<file path="config.mk">
export PLATFORM = sky130hd
export DESIGN_NAME = inv_pwm_timer
export DESIGN_NICKNAME = d
export VERILOG_FILES = /design/src/rtl/inv_pwm_pkg.sv /design/src/rtl/inv_pwm_carrier.sv /design/src/rtl/inv_pwm_phase.sv /design/src/rtl/inv_pwm_guard.sv /design/src/rtl/inv_pwm_timer.sv
export SDC_FILE = /design/constraint.sdc
export NUM_CORES = 1
export LEC_CHECK = 0
export ABC_AREA = 1
export ABC_CLOCK_PERIOD_IN_PS = 3100
export BUFFER_PORTS_ARGS = -buffer_cell sky130_fd_sc_hd__buf_2
export CORE_ASPECT_RATIO = 1.4
export CORE_UTILIZATION = 55
export CTS_CLUSTER_SIZE = 10
export DETAILED_ROUTE_END_ITERATION = 8
export PLACE_DENSITY_LB_ADDON = 0.15
export SLEW_MARGIN = 0
export SYNTH_ARGS = -nofsm -noshare
export SYNTH_HDL_FRONTEND = slang
export SYNTH_HIERARCHICAL = 1
export SYNTH_SLANG_ARGS = --single-unit
</file>
<file path="constraint.sdc">
create_clock -name clk -period 3.1 [get_ports clk]
set_clock_uncertainty 0.15 [all_clocks]
set_input_delay 0.93 -clock clk [delete_from_list [all_inputs] [get_ports clk]]
set_output_delay 0.93 -clock clk [all_outputs]
set_load 0.03 [all_outputs]
</file>
<file path="src/rtl/inv_pwm_pkg.sv">
package inv_pwm_pkg;
    typedef enum logic {
        DIR_UP   = 1'b0,
        DIR_DOWN = 1'b1
    } dir_e;
endpackage

</file>
<file path="src/rtl/inv_pwm_carrier.sv">
module inv_pwm_carrier
    import inv_pwm_pkg::*;
#(
    parameter int CNT_W  = 10,
    parameter int PHASES = 3
) (
    input  logic                      clk,
    input  logic                      rst_n,
    input  logic                      run_en,
    input  logic [CNT_W-1:0]          lim_buf,
    input  logic [PHASES*CNT_W-1:0]   cmp_buf,
    output logic [CNT_W-1:0]          cnt_o,
    output logic [CNT_W-1:0]          lim_o,
    output logic [PHASES*CNT_W-1:0]   cmp_o,
    output logic                      irq_o
);
    typedef struct packed {
        logic [CNT_W-1:0]        cnt;
        dir_e                    dir;
        logic [CNT_W-1:0]        lim;
        logic [PHASES*CNT_W-1:0] cmp;
        logic                    irq;
    } car_t;

    car_t st_d, st_q;
    logic             bottom;
    logic [CNT_W-1:0] eff_lim;

    always_comb begin
        st_d    = st_q;
        bottom  = (st_q.cnt == '0);
        eff_lim = bottom ? lim_buf : st_q.lim;
        if (bottom) begin
            st_d.lim = lim_buf;
            st_d.cmp = cmp_buf;
        end
        st_d.irq = run_en & bottom;
        if (!run_en) begin
            st_d.cnt = '0;
            st_d.dir = DIR_UP;
        end else if (st_q.dir == DIR_UP) begin
            if (st_q.cnt >= eff_lim) begin
                st_d.dir = DIR_DOWN;
                st_d.cnt = bottom ? '0 : st_q.cnt - 1'b1;
            end else begin
                st_d.cnt = st_q.cnt + 1'b1;
            end
        end else begin
            if (bottom) begin
                st_d.dir = DIR_UP;
                st_d.cnt = (eff_lim == '0) ? '0 : CNT_W'(1);
            end else begin
                st_d.cnt = st_q.cnt - 1'b1;
            end
        end
    end

    always_ff @(posedge clk or negedge rst_n) begin
        if (!rst_n) st_q <= '0;
        else        st_q <= st_d;
    end

    assign cnt_o = st_q.cnt;
    assign lim_o = st_q.lim;
    assign cmp_o = st_q.cmp;
    assign irq_o = st_q.irq;

    p_cnt_in_range_r1: assert property (@(posedge clk) disable iff (!rst_n)
        st_q.cnt <= st_q.lim);
    p_hold_off_r7: assert property (@(posedge clk) disable iff (!rst_n)
        !run_en |=> (st_q.cnt == '0) && !st_q.irq);
    p_load_bottom_r9: assert property (@(posedge clk) disable iff (!rst_n)
        (st_q.cnt != '0) |=> $stable(st_q.lim));
endmodule

</file>
<file path="src/rtl/inv_pwm_phase.sv">
module inv_pwm_phase #(
    parameter int CNT_W = 10,
    parameter int DT_W  = 8
) (
    input  logic             clk,
    input  logic             rst_n,
    input  logic             run_en,
    input  logic [CNT_W-1:0] cnt,
    input  logic [CNT_W-1:0] lim,
    input  logic [CNT_W-1:0] cmp,
    input  logic [DT_W-1:0]  dt_val,
    output logic             pos_act,
    output logic             neg_act
);
    localparam int SW = ((CNT_W > DT_W) ? CNT_W : DT_W) + 1;

    typedef struct packed {
        logic            raw;
        logic            busy;
        logic [DT_W-1:0] dtc;
    } ph_t;

    ph_t           st_d, st_q;
    logic [SW-1:0] reach;
    logic          want;

    always_comb begin
        st_d  = st_q;
        reach = SW'(cmp) + SW'(dt_val >> 1);
        if (cmp == '0)              want = 1'b0;
        else if (reach >= SW'(lim)) want = 1'b1;
        else                        want = (cnt < cmp);
        if (!run_en) begin
            st_d.raw  = 1'b0;
            st_d.busy = 1'b1;
            st_d.dtc  = dt_val;
        end else begin
            st_d.raw = want;
            if (want != st_q.raw) begin
                st_d.busy = 1'b1;
                st_d.dtc  = dt_val;
            end else if (st_q.busy) begin
                if (st_q.dtc == '0) st_d.busy = 1'b0;
                else                st_d.dtc  = st_q.dtc - 1'b1;
            end
        end
    end

    always_ff @(posedge clk or negedge rst_n) begin
        if (!rst_n) st_q <= '{raw: 1'b0, busy: 1'b1, dtc: '0};
        else        st_q <= st_d;
    end

    assign pos_act =  st_q.raw & ~st_q.busy;
    assign neg_act = ~st_q.raw & ~st_q.busy;

    p_gap_hi_r3: assert property (@(posedge clk) disable iff (!rst_n)
        $fell(neg_act) |-> !pos_act);
    p_gap_lo_r3: assert property (@(posedge clk) disable iff (!rst_n)
        $fell(pos_act) |-> !neg_act);
    p_zero_low_r4: assert property (@(posedge clk) disable iff (!rst_n)
        (run_en && cmp == '0) |=> !pos_act);
endmodule

</file>
<file path="src/rtl/inv_pwm_guard.sv">
module inv_pwm_guard (
    input  logic clk,
    input  logic rst_n,
    input  logic run_en,
    input  logic stop_in,
    input  logic stop_edge,
    output logic shut_o
);
    typedef struct packed {
        logic [2:0] sync;
        logic       shut;
    } gd_t;

    gd_t  st_d, st_q;
    logic hit;

    always_comb begin
        st_d      = st_q;
        st_d.sync = {st_q.sync[1:0], stop_in};
        hit = stop_edge ? (st_q.sync[1] & ~st_q.sync[2])
                        : (~st_q.sync[1] & st_q.sync[2]);
        st_d.shut = run_en & (st_q.shut | hit);
    end

    always_ff @(posedge clk or negedge rst_n) begin
        if (!rst_n) st_q <= '0;
        else        st_q <= st_d;
    end

    assign shut_o = st_q.shut;

    p_shut_hold_r8: assert property (@(posedge clk) disable iff (!rst_n)
        (st_q.shut && run_en) |=> st_q.shut);
endmodule

</file>
<file path="src/rtl/inv_pwm_timer.sv">
module inv_pwm_timer #(
    parameter int CNT_W  = 10,
    parameter int DT_W   = 8,
    parameter int PHASES = 3
) (
    input  logic                    clk,
    input  logic                    rst_n,
    input  logic                    run_en,
    input  logic                    act_high,
    input  logic [CNT_W-1:0]        lim_buf,
    input  logic [PHASES*CNT_W-1:0] cmp_buf,
    input  logic [DT_W-1:0]         dt_val,
    input  logic                    stop_in,
    input  logic                    stop_edge,
    output logic [2*PHASES-1:0]     pin_o,
    output logic [2*PHASES-1:0]     pin_oe,
    output logic                    carrier_irq
);
    localparam int PINS = 2 * PHASES;

    logic [CNT_W-1:0]        cnt_w;
    logic [CNT_W-1:0]        lim_w;
    logic [PHASES*CNT_W-1:0] cmp_w;
    logic [PINS-1:0]         act_w;
    logic                    shut_w;

    inv_pwm_carrier #(.CNT_W(CNT_W), .PHASES(PHASES)) u_carrier (
        .clk(clk), .rst_n(rst_n), .run_en(run_en),
        .lim_buf(lim_buf), .cmp_buf(cmp_buf),
        .cnt_o(cnt_w), .lim_o(lim_w), .cmp_o(cmp_w), .irq_o(carrier_irq)
    );

    for (genvar k = 0; k < PHASES; k++) begin : g_phase
        inv_pwm_phase #(.CNT_W(CNT_W), .DT_W(DT_W)) u_phase (
            .clk(clk), .rst_n(rst_n), .run_en(run_en),
            .cnt(cnt_w), .lim(lim_w), .cmp(cmp_w[k*CNT_W +: CNT_W]),
            .dt_val(dt_val),
            .pos_act(act_w[2*k]), .neg_act(act_w[2*k+1])
        );
    end

    inv_pwm_guard u_guard (
        .clk(clk), .rst_n(rst_n), .run_en(run_en),
        .stop_in(stop_in), .stop_edge(stop_edge), .shut_o(shut_w)
    );

    assign pin_o  = act_high ? act_w : ~act_w;
    assign pin_oe = {PINS{run_en & ~shut_w}};

    p_irq_bottom_r10: assert property (@(posedge clk) disable iff (!rst_n)
        carrier_irq |-> $past(cnt_w == '0));
    p_irq_single_r10: assert property (@(posedge clk) disable iff (!rst_n)
        carrier_irq |=> !carrier_irq);
endmodule

</file>
Word-level counts from Yosys, hierarchy flattened
Index checks and enable logic that the tools add are counted.
- register bits after elaboration: 86
- input bits: 54
- output and inout port bits: 13
- word-level logic and storage cells: 105
- $add $sub $neg: 8
- order comparisons: 7
- eq/ne operators: 9
- mux-type cells: 32
- bitwise logic cells: 22
- reduce and logical (&&, ||, !) cells: 11
- operators with widths (cell ; number):
    10-bit two-way mux ; 7
    9-bit two-way mux ; 6
    10-bit zero test ; 5
    10-bit by 7-bit adder with 11-bit output ; 3
    11-bit by 10-bit greater-or-equal comparator with 1-bit output ; 3
    10-bit less-than comparator ; 3
    8-bit zero test ; 3
    8-bit two-way mux ; 3
    8-bit by 1-bit subtractor with 8-bit output, second input constant ; 3
    11-bit two-way mux ; 2
    1-bit two-way mux ; 13
    1-bit AND ; 11
    10-bit by 1-bit adder with 10-bit output, second input constant ; 1
    10-bit greater-or-equal comparator ; 1
    10-bit by 1-bit subtractor with 10-bit output, second input constant ; 1
    3-bit by 1-bit != test with 1-bit output, second input constant ; 3
    3-bit by 2-bit != test with 1-bit output, second input constant ; 3
    1-bit inverter ; 9
    6-bit two-way mux ; 1
    6-bit inverter ; 1
    2-bit AND reduction ; 3
    1-bit != test ; 3
    1-bit OR ; 1

Depth between registers and ports, before layout
Gate-level depths: netlist (run 1).
- word-level depth: 7
- mapped depth: 25
- depth with buffers taken out: 24

Cells and area by module
The synthesis (run 1) kept the hierarchy.
- modules (own cells, without submodules) (module ; instances ; cells each ; area each (um2)):
    inv_pwm_carrier ; 1 ; 403 ; 3184.3
    inv_pwm_phase at g_phase[1].u_phase ; 1 ; 242 ; 1660.3
    inv_pwm_phase at g_phase[0].u_phase ; 1 ; 242 ; 1615.3
    inv_pwm_phase at g_phase[2].u_phase ; 1 ; 232 ; 1572.8
    inv_pwm_timer ; 1 ; 32 ; 138.9
    inv_pwm_guard ; 1 ; 12 ; 132.6

Worst setup path before layout (run 1)
OpenSTA, ideal clock, no wires.
- path kind: input to register
- from: input dt_val[3]
- to: register g_phase[1].u_phase/st_q[3] (netlist name)
- arrival time: 3.530 ns
- data required time: 2.831 ns
- slack: -0.700 ns
- stages: 21
- path buffers: 1
- cells stage by stage: ha_1 > nand3_1 > nand2_1 > a21oi_1 > o21bai_1 > a21oi_1 > o21ai_1 > nand3_1 > xor2_1 > ha_1 > a21oi_1 > o21ai_1 > a21oi_1 > nand4_4 > nand2_4 > nand2_4 > nand3_4 > buf_6 > nand2_2 > o21ai_2 > nand2_1
- cells in the longest elaborated chain, start to end: 7
- elaborated cells between the ends (all ways): 10
- classes of those cells: add/sub: 1; order compare: 1; eq/ne: 3; mux: 4; reduce/logical: 1
- RTL lines (what ; RTL line ; text):
    from (decl) ; inv_pwm_timer.sv:12 ; input logic [DT_W-1:0] dt_val,
    10-bit by 7-bit adder with 11-bit output ; inv_pwm_phase.sv:29 ; reach = SW'(cmp) + SW'(dt_val >> 1);
    11-bit by 10-bit greater-or-equal comparator with 1-bit output ; inv_pwm_phase.sv:31 ; else if (reach >= SW'(lim)) want = 1'b1;
    1-bit two-way mux ; inv_pwm_phase.sv:31 ;
    1-bit two-way mux ; inv_pwm_phase.sv:30 ; if (cmp == '0) want = 1'b0;
    1-bit != test ; inv_pwm_phase.sv:39 ; if (want != st_q.raw) begin
    3-bit by 1-bit != test with 1-bit output (no source line), or another cell as far along ; - ;
    2-bit AND reduction (no source line) or 10-bit two-way mux (tied branches) ; - ;
    to (signal assigned) ; inv_pwm_phase.sv:50 ; if (!rst_n) st_q <= '{raw: 1'b0, busy: 1'b1, dtc: '0};
    to (signal assigned) ; inv_pwm_phase.sv:51 ; else st_q <= st_d;
    to (decl) ; inv_pwm_phase.sv:23 ; ph_t st_d, st_q;
Several ways; a longest one is shown, not always the timed one.
A chain may end at the register's enable or synchronous reset.

Worst setup path in the final report (run 1)
- from: input dt_val[3]
- to: register g_phase[0].u_phase/st_q[6] (netlist name)
- cells in the longest elaborated chain, start to end: 7
- elaborated cells between the ends (all ways): 10
- classes of those cells: add/sub: 1; order compare: 1; eq/ne: 3; mux: 4; reduce/logical: 1
- RTL lines (what ; RTL line):
    10-bit by 7-bit adder with 11-bit output (*) ; inv_pwm_phase.sv:29
    11-bit by 10-bit greater-or-equal comparator with 1-bit output (*) ; inv_pwm_phase.sv:31
    1-bit two-way mux (*) ; inv_pwm_phase.sv:31
    1-bit two-way mux (*) ; inv_pwm_phase.sv:30
    1-bit != test (*) ; inv_pwm_phase.sv:39
    3-bit by 1-bit != test with 1-bit output (no source line), or another cell as far along ; -
    2-bit AND reduction (no source line) or 10-bit two-way mux (tied branches) ; -
    to (signal assigned) ; inv_pwm_phase.sv:50
    to (signal assigned) ; inv_pwm_phase.sv:51
    to (decl) ; inv_pwm_phase.sv:23
Every way passes the cells marked *; elsewhere a longest branch is shown, timed or not.

==> results of run 1 <==
[report_power, final]
group | switching (mW) | total (mW) | internal (mW)
sequential | 0.617 | 2.23 | 1.61
clock | 0.447 | 1.07 | 0.624
combinational | 4.30 | 7.60 | 3.30
total | 5.36 | 10.9 | 5.54
[cell usage in the layout, fill, tap and decap left out, types with 14 or more instances in the layout]
| cell | netlist | routed |
|---|---|---|
| buf_2 | 6 | 61 |
| nand2_1 | 315 | 299 |
| a21oi_2 | 2 | 15 |
| a21oi_1 | 53 | 40 |
| buf_4 | 57 | 99 |
| ha_1 | 93 | 79 |
| nand3_1 | 48 | 42 |
| dfrtp_1 | 83 | 83 |
| xor2_1 | 28 | 26 |
| nand3_2 | 10 | 14 |
| nor2_1 | 57 | 53 |
| nand4_1 | 29 | 29 |
| inv_2 | 15 | 19 |
| nand2_2 | 22 | 31 |
| o21ai_0 | 16 | 16 |
| inv_1 | 213 | 209 |
[worst reg2reg max path, cell delays in order (launching register included)]
cell and delay [ns]:
dfrtp_1 0.45, ha_4 0.19, inv_1 0.06, fa_2 0.35, inv_1 0.08, nand4_1 0.12
nand3_2 0.13, xor2_2 0.17, ha_1 0.27, nand2_2 0.10, inv_2 0.04, a21oi_2 0.12
nand2_1 0.07, nand2_1 0.06, nand2_1 0.06, nand2_2 0.07, nand4_4 0.15, nand3_4 0.11
nand3_4 0.16, nor2_4 0.23, nand2_1 0.08, nand2_1 0.06
[cells by family after synthesis]
logic type,after synthesis,synth area share (%)
XOR/XNOR,38,4.01
AO/OA/AOI/OAI,114,8.08
buffers and inverters,301,16.9
flip-flops,86,26.0
adder cells (fa/ha/maj),96,14.7
AND/OR/NAND/NOR,528,30.3
[per-stage QoR]
stage                     std cells  hold slack (ns)
after floorplan                1163            0.181
after global placement         1440            0.185
after detailed placement       1440            0.185
after CTS                      1469            0.199
after global routing           1478            0.222
final                          1478            0.198
[sequential cells by signal, indices dropped and copies added, names as in the netlist]
| register | flops |
|---|---|
| u_carrier/st_q | 1 |
| u_guard/st_q | 1 |
| u_carrier/cnt_o | 10 |
| u_carrier/irq_o | 1 |
| g_phase.u_phase/st_q | 30 |
| u_guard/shut_o | 1 |
| u_carrier/lim_o | 10 |
| u_guard/st_d | 2 |
| u_carrier/cmp_o | 30 |
[metal layers]
metal	up-vias	share of wire, %	GRT usage [%]
met5	-	0	0
met4	0	4.6	15.5
met3	66	4.2	2.91
met2	218	52	53.6
met1	3610	39	33.2
li1	3851	-	-
[worst min-delay path by stage]
stage	from	end	slack, ns
3_5_place_dp	u_guard/st_d[2]$_DFF_PN0_	u_guard/st_d[3]$_DFF_PN0_	0.18
2_1_floorplan	u_guard/st_d[2]$_DFF_PN0_	u_guard/st_d[3]$_DFF_PN0_	0.18
3_3_place_gp	u_guard/st_d[2]$_DFF_PN0_	u_guard/st_d[3]$_DFF_PN0_	0.18
6_report	u_guard/st_d[2]$_DFF_PN0_	u_guard/st_d[3]$_DFF_PN0_	0.20
5_1_grt	u_guard/st_d[2]$_DFF_PN0_	u_guard/st_d[3]$_DFF_PN0_	0.22
4_1_cts	u_guard/st_d[2]$_DFF_PN0_	u_guard/st_d[3]$_DFF_PN0_	0.20
[final cells by class]
type,count,area share [%]
sequential,86,21.5
multi-input combinational,780,52.1
tap,189,2.36
clock buffer,13,2.40
timing repair buffer,177,12.7
inverter,230,8.62
clock inverter,3,0.399
[repair_timing]
item / 4_1_cts / 5_1_grt
pin swaps: 67 / 53
hold endpoints to repair: 0 / 0
setup endpoints to repair: 30 / 41
setup buffers: 11 / 7
gates resized for setup: 52 / 27
gates cloned: 2 / 2
==> results_dict.tcl, run 1 <==
set metrics [dict create \
    power.total_mw 10.9 \
    clk_latency_ns 0.35 \
    syn-num-nets 1313 \
    finalWirelength_um 22200 \
    hold-path-cell-count 0 \
    wl_per_cell_um 15.0 \
    place.gp.congestion 0.897 \
    synthDistinctLibCells 52 \
    dieHeight_um 147 \
    cp-start-kind "input pin" \
    place_area_um2 9200 \
    drt_iter0_drc 335 \
    dpl_worst_slack_ns -1.15 \
    io_buffers 66 \
    yosysMostFrequentCell "nand2_1" \
    tns_ns -12.52 \
    required_ns 3.23 \
    netlist_instances 1163 \
    crit_arrival_ns 3.77 \
    r2r-start "u_carrier/cmp_o[10]$_DFFE_PN0P_" \
    drv_cap 0 \
    max-clock-path-buffers 2 \
    grt_usage_pct 29.3 \
    crit_chain "buf_12 > buf_4 > ha_4 > a21oi_2 > nand2_2 > a21oi_2 > o21ai_2 > a21oi_2 > o21ai_2 > xor2_1 > inv_1 > ha_4 > nand4_1 > nand2_1 > nand2_2 > nand4_4 > nand2_4 > nand2_4 > nand3_4 > nor2_4 > nand2_1 > nand2_1" \
    cp_num_buf_inv 3 \
    multi_input_area_um2 5220 \
    die_w_um 106 \
    cp.depth 22 \
    synth_seq_cells 86 \
    min_path_type "reg2reg" \
    post-synth-top-area-cell "dfrtp_1" \
    num_rows 52 \
    fmax_mhz 275 \
    initial_core_util_pct 57.0 \
    synth_common_cells "315 x nand2_1, 213 x inv_1, 93 x ha_1" \
    worst_pin_slew_ns 0.583 \
    vdd_drop_max_v 0.000572 \
    synth.avg_cell_area_um2 7.14 \
    io_pins 67 \
    syn2layout_area_growth_pct 20.8 \
    crit_fanout 7 \
    cts-root-buf "clkbuf_16" \
    p_leak_nw 5.65 \
    ant_nets 0 \
    synth_edf_count 0 \
    synth_ff_type "dfrtp_1" \
    antenna_found_initial 0 \
    ctsHtreeMaxLevel 3 \
    setup_viol_count_final 30 \
    r2r_slack_ns -0.23 \
    slew_viol_final 0 \
    status "complete, but fails checks" \
    period_minus_slack_ns 3.64 \
    clk_pin_slew_ns 0.06 \
    timing.rr.end "g_phase[1].u_phase/st_q[2]$_DFFE_PN0P_" \
    nFillCells 1261 \
    reg2reg_depth 21 \
    grt_pass1_wl_um 35700 \
    cp-endpoint "g_phase[0].u_phase/st_q[6]$_DFFE_PN0P_" \
    synth_top_area_share_pct 25.0 \
    netlist_area_um2 8300 \
    ys_warn_count 6 \
    final-seq-area_um2 2160 \
    vias 7745 \
    finish.utilization_pct 68.8 \
    crit_path_end_kind "flop" \
    seq_area_frac_synth_pct 26.0 \
    min_period_over_period_pct 118 \
    fin_ws_ns -0.543 \
    grt_max_degree 43 \
    yosys-top-cells-area "dfrtp_1 25%, nand2_1 14%, ha_1 14%" \
    core_area_um2 14600 \
    fin_area_um2 10000 \
    layout.nets 1434 \
    numCtsBuffers 9 \
    drtPass1Iterations 4 \
    drive_gt1_share_pct 27.1 \
    worstSetupPathType "in2reg" \
    path_delay_family "simple AND/OR/NAND/NOR gates" \
    rsz0062_at_grt "yes" \
    violations "negative setup slack" \
    crit_slowest_cell "ha_4" \
    power_density_nw_per_um2 1090 \
    hold_violations 0 \
    die-area_um2 15600 \
    drc 0 \
    place_hpwl_um 16800 \
    crit_start "dt_val[3]" \
    grt_pass1_vias 7593 \
    slowest_delay_ns 0.27 \
    via_per_inst 5.24 \
    overflow 0 \
    cts_tree "done" \
    holdBufCountCts 0 \
    numClockSinks 86 \
    slew_headroom_pct 61.1 \
    synth-async-reset-ratio_pct 100 \
    antennaDiodeCount 0 \
]
Power figures use the tool's default switching activity.
==> run 2, diff against run 1 <==
--- a/config.mk
+++ b/config.mk
@@ -13,6 +13,8 @@
 export CTS_CLUSTER_SIZE = 10
 export DETAILED_ROUTE_END_ITERATION = 8
 export PLACE_DENSITY_LB_ADDON = 0.15
+export SETUP_SLACK_MARGIN = 0.05
+export SKIP_LAST_GASP = 1
 export SLEW_MARGIN = 0
 export SYNTH_ARGS = -nofsm -noshare
 export SYNTH_HDL_FRONTEND = slang
==> run 2 against run 1 <==
The flow still finishes with violations (negative setup slack). Clock power hardly changed. Core utilization increased by 0.24 points. Flip-flop and latch count unchanged. Die area unchanged. Critical endpoint is now g_phase[0].u_phase/st_q[7]$_DFFE_PN0P_. Largest cell class unchanged. Highest routed layer unchanged.
==> results_dict.tcl, run 2 (synthesis gave the netlist of run 1 again) <==
set metrics [dict create \
    p_leak_nw 5.67 \
    num_rows 52 \
    clk_latency_ns 0.35 \
    fin_ws_ns -0.556 \
    core_area_um2 14600 \
    worst_pin_slew_ns 0.584 \
    drtPass1Iterations 5 \
    status "complete, but fails checks" \
    ant_nets 0 \
    cts-root-buf "clkbuf_16" \
    r2r-start "u_carrier/cmp_o[0]$_DFFE_PN0P_" \
    holdBufCountCts 0 \
    final_cell_mix "299 x nand2_1, 209 x inv_1, 101 x buf_4" \
    cp.depth 22 \
    grt_pass1_wl_um 35700 \
    crit_arrival_ns 3.79 \
    crit_slowest_cell "ha_4" \
    crit_start "dt_val[3]" \
    via_per_inst 5.23 \
    drc 0 \
    fmax_mhz 274 \
    vias 7740 \
    io_buffers 66 \
    grt_usage_pct 29.3 \
    numCtsBuffers 9 \
    overflow 0 \
    ctsHtreeMaxLevel 3 \
    dieHeight_um 147 \
    die_w_um 106 \
    reg2reg_depth 22 \
    finish.utilization_pct 69.1 \
    antennaDiodeCount 0 \
    drv_cap 0 \
    finalWirelength_um 22400 \
    required_ns 3.23 \
    tns_ns -12.59 \
    crit_chain "buf_12 > buf_4 > ha_4 > a21oi_2 > nand2_2 > a21oi_2 > o21ai_2 > a21oi_2 > o21ai_2 > xor2_1 > inv_1 > ha_4 > nand4_1 > nand2_1 > nand2_2 > nand4_4 > nand2_4 > nand2_4 > nand3_4 > nor2_4 > nand2_1 > nand2_1" \
    place.gp.congestion 0.897 \
    crit_fanout 7 \
    cp-start-kind "input pin" \
    io_pins 67 \
    numClockSinks 86 \
    clk_pin_slew_ns 0.06 \
    path_delay_family "simple AND/OR/NAND/NOR gates" \
    hold-path-cell-count 0 \
    worstSetupPathType "in2reg" \
    die-area_um2 15600 \
    cp_num_buf_inv 3 \
    max-clock-path-buffers 2 \
    crit_path_end_kind "flop" \
    hold_violations 0 \
    layout.nets 1436 \
    initial_core_util_pct 57.0 \
    power_density_nw_per_um2 1090 \
    grt_max_degree 43 \
    wl_per_cell_um 15.1 \
    final_common_cell "nand2_1" \
    antenna_found_initial 0 \
    setup_viol_count_final 30 \
    rsz0062_at_grt "yes" \
    cts_tree "done" \
    violations "negative setup slack" \
    period_minus_slack_ns 3.66 \
    slew_viol_final 0 \
    min_period_over_period_pct 118 \
    drive_gt1_share_pct 27.4 \
    min_path_type "reg2reg" \
    slowest_delay_ns 0.27 \
    syn2layout_area_growth_pct 21.2 \
    slew_headroom_pct 61.0 \
    worstHoldStart "u_guard/st_d[2]$_DFF_PN0_" \
    place_hpwl_um 16800 \
    grt_pass1_vias 7593 \
    drt_iter0_drc 350 \
    vdd_drop_max_v 0.000598 \
]
[run 2: changes by cell type in the layout (fill, tap and decap cells not counted)]
cell and change:
a21oi_1 -1, a21oi_2 +1, buf_4 +2, ha_1 +1
ha_2 -1, nand3_1 -1, nand3_4 +1, nor2_1 -1
nor2_2 +1, o21ai_1 -1, o21ai_2 +1
[run 2: worst register-to-register path, delay by kind of cell, from the launching register on]
family,cells,cell delay (ns)
adders and majority gates,2,0.46
DFF,1,0.43
AOI/OAI and AO/OA,4,0.57
and+or+nand+nor,12,1.19
xor gates and xnor gates,1,0.15
buffers and inverters,3,0.32
[run 2: layout make-up]
| class | count | area, um2 |
|---|---|---|
| multi-input combinational | 780 | 5240 |
| fill | 1258 | 4510 |
| sequential | 86 | 2160 |
| timing repair buffer | 179 | 1290 |
| inverter | 230 | 865 |
| clock buffer | 13 | 240 |
| tap | 189 | 236 |
| clock inverter | 3 | 40.0 |
[run 2: report_power, final]
part           internal [mW]  switching [mW]  leakage [nW]
Clock                  0.624           0.452         0.138
Sequential              1.61           0.616          1.04
Combinational           3.32            4.34          4.49
[run 2: metal layers]
layer / GRT usage, % / vias to the layer above / part of all wire (%)
li1: - / 3853 / -
met1: 33.2 / 3609 / 40
met2: 53.6 / 212 / 52
met3: 2.91 / 66 / 3.9
met4: 15.5 / 0 / 4.6
met5: 0 / - / 0
[run 2: what timing repair did]
item	in CTS	in global routing
pin swaps	66	55
setup endpoints to repair	30	41
resized for setup	52	34
endpoints found under the hold margin	0	0
setup buffers	11	8
cloned	2	3
[run 2: final timing paths]
kind	to	slack [ns]
max	g_phase[0].u_phase/st_q[7]$_DFFE_PN0P_	-0.56
min	u_guard/st_d[3]$_DFF_PN0_	0.20
max reg2reg	g_phase[0].u_phase/st_q[7]$_DFFE_PN0P_	-0.24
min reg2reg	u_guard/st_d[3]$_DFF_PN0_	0.20
max in group asynchronous	u_carrier/lim_o[7]$_DFFE_PN0P_	1.77
min in group asynchronous	u_carrier/cmp_o[21]$_DFFE_PN0P_	0.43
[run 2: metrics by stage]
stage	worst slack [ns]	cells	area [um2]	total power, mW	hold slack (ns)
floorplan	-0.549	1163	8450	7.29	0.181
global placement	-1.08	1440	9200	8.74	0.185
detailed placement	-1.15	1440	9200	8.88	0.185
CTS	-0.465	1469	9850	10.5	0.199
global route	-0.752	1480	10100	12.0	0.222
finish	-0.556	1480	10100	11.0	0.198
==> run 3, diff against run 2 <==
--- a/config.mk
+++ b/config.mk
@@ -13,6 +13,7 @@
 export CTS_CLUSTER_SIZE = 10
 export DETAILED_ROUTE_END_ITERATION = 8
 export PLACE_DENSITY_LB_ADDON = 0.15
+export RECOVER_POWER = 50
 export SETUP_SLACK_MARGIN = 0.05
 export SKIP_LAST_GASP = 1
 export SLEW_MARGIN = 0
==> run 3 against run 2 <==
Critical path type unchanged. Flip-flop and latch count did not move. Global-route usage did not move. Fmax barely moved. Register-to-register slack about the same. Largest power group unchanged. Core utilization decreased by 0.17 points. Non-clock buffer count unchanged. Critical path depth unchanged. Final cell count unchanged. The run still ends with negative setup slack left. Clock power hardly changed.
==> results_dict.tcl, run 3 (synthesis gave the netlist of run 1 again) <==
set metrics [dict create \
    power_density_nw_per_um2 1090 \
    finalWirelength_um 22400 \
    ant_nets 0 \
    fin_ws_ns -0.554 \
    grt_pass1_wl_um 35700 \
    dieHeight_um 147 \
    num_rows 52 \
    die-area_um2 15600 \
    required_ns 3.23 \
    swShare_pct 49.4 \
    final_common_cell "nand2_1" \
    crit_slowest_cell "ha_4" \
    power.total_mw 11.0 \
    worst_pin_slew_ns 1.09 \
    slew_viol_final 0 \
    drv_cap 0 \
    slowest_delay_ns 0.27 \
    power_switching_mw 5.41 \
    rsz0062_at_grt "yes" \
    numCtsBuffers 9 \
    vias 7739 \
    drive_gt1_share_pct 27.3 \
    cp-start-kind "input pin" \
    place_hpwl_um 16800 \
    vdd_drop_max_v 0.000601 \
    min_period_over_period_pct 118 \
    power_frac_seq_pct 20.3 \
    p_leak_nw 5.66 \
    clk_latency_ns 0.35 \
    crit_arrival_ns 3.78 \
    grt.busiest_layer "met2" \
    grt_max_degree 43 \
    place_area_um2 9200 \
    layout.nets 1436 \
    clk_pin_slew_ns 0.06 \
    grt_usage_pct 29.3 \
    holdBufCountCts 0 \
    gr-usage-met1_pct 33.2 \
    tns_ns -12.72 \
    fmax_mhz 274 \
    overflow 0 \
    grt.met3_usage_pct 2.91 \
    grt_pass1_vias 7593 \
    drc 0 \
    reg2reg_depth 22 \
    hold-path-cell-count 0 \
    max-clock-path-buffers 2 \
    hold_violations 0 \
    slew_headroom_pct 27.2 \
    die_w_um 106 \
    antennaDiodeCount 0 \
    ctsHtreeMaxLevel 3 \
    cts_tree "done" \
    p_comb_share_pct 69.9 \
    cts-root-buf "clkbuf_16" \
    violations "negative setup slack" \
    place.gp.congestion 0.897 \
    initial_core_util_pct 57.0 \
    final-seq-area_um2 2160 \
    syn2layout_area_growth_pct 20.9 \
    core_area_um2 14600 \
    final_cell_mix "299 x nand2_1, 209 x inv_1, 98 x buf_4" \
    pwr-share-clk_pct 9.8 \
    drt_iter0_drc 322 \
    crit_chain "buf_12 > buf_4 > ha_4 > a21oi_2 > nand2_2 > a21oi_2 > o21ai_2 > a21oi_2 > o21ai_2 > xor2_1 > inv_1 > ha_4 > nand4_1 > nand2_1 > nand2_2 > nand4_4 > nand2_4 > nand2_4 > nand3_4 > nor2_4 > nand2_1 > nand2_1" \
    grtUsageMet2_pct 53.6 \
    multi_input_area_um2 5240 \
    wl_per_cell_um 15.1 \
    nFillCells 1265 \
    crit_path_end_kind "flop" \
    fin_area_um2 10000 \
    crit_fanout 7 \
    status "complete, but fails checks" \
    io_buffers 66 \
    setup_viol_count_final 30 \
    via_per_inst 5.23 \
    min_path_type "reg2reg" \
    period_minus_slack_ns 3.65 \
    antenna_found_initial 0 \
    io_pins 67 \
    numClockSinks 86 \
    drtPass1Iterations 5 \
    intPower_mw 5.55 \
    worstSetupPathType "in2reg" \
]
[run 3: changes by cell type in the layout (fill, tap and decap cells not counted)]
cell / delta
clkbuf_1: +2
clkbuf_2: +2
buf_12: -1
buf_4: -3
[run 3: layout make-up]
type	instances	share of cell area, %
Tap cell	189	2.36
Timing Repair Buffer	179	12.6
Inverter	230	8.61
Clock inverter	3	0.399
Clock buffer	13	2.39
Multi-Input combinational cell	780	52.2
Sequential cell	86	21.5
[run 3: repair_timing]
item	in CTS	in global routing
pin swaps	66	55
resized for setup	52	34
cloned	2	3
endpoints found under the setup margin	30	41
setup buffers	11	8
[run 3: per-layer routing]
metal  routed length [um]  vias to the layer above
li1                     -                     3854
met1                 8930                     3612
met2                11600                      210
met3                  841                       63
met4                 1020                        0
met5                    0                        -
[run 3: power groups by stage]
stage | combinational [mW] | clock, mW | sequential, mW
3_3_place_gp | 6.52 | 0 | 2.22
3_5_place_dp | 6.66 | 0 | 2.22
4_1_cts | 7.20 | 1.10 | 2.23
6_report | 7.65 | 1.07 | 2.23
2_1_floorplan | 5.36 | 0 | 1.93
5_1_grt | 8.61 | 1.14 | 2.29
[run 3: through the flow]
step	util [%]	cells	worst slack [ns]	hold slack, ns
floorplan	-	1163	-0.549	0.181
global placement	63.1	1440	-1.08	0.185
detailed placement	63.1	1440	-1.15	0.185
CTS	67.6	1469	-0.465	0.199
global route	68.9	1480	-0.752	0.222
finish	68.9	1480	-0.554	0.198
[run 3: worst max-delay path: cells and delay by family]
family	cells	cell delay, ns
and+or+nand+nor	11	1.14
buffers and inverters	3	0.34
AOI/OAI and AO/OA	5	0.71
adders and majority gates	2	0.51
xor gates and xnor gates	1	0.14
[run 3: worst paths after layout]
path	startpoint	slack, ns	endpoint
worst min-delay path	u_guard/st_d[2]$_DFF_PN0_	0.20	u_guard/st_d[3]$_DFF_PN0_
min in group asynchronous	rst_n	0.62	u_carrier/cmp_o[21]$_DFFE_PN0P_
max in group asynchronous	rst_n	0.78	u_carrier/cmp_o[11]$_DFFE_PN0P_
worst max register to register	u_carrier/cmp_o[0]$_DFFE_PN0P_	-0.24	g_phase[0].u_phase/st_q[6]$_DFFE_PN0P_
worst max-delay path	dt_val[3]	-0.55	g_phase[0].u_phase/st_q[6]$_DFFE_PN0P_
worst min register to register	u_guard/st_d[2]$_DFF_PN0_	0.20	u_guard/st_d[3]$_DFF_PN0_
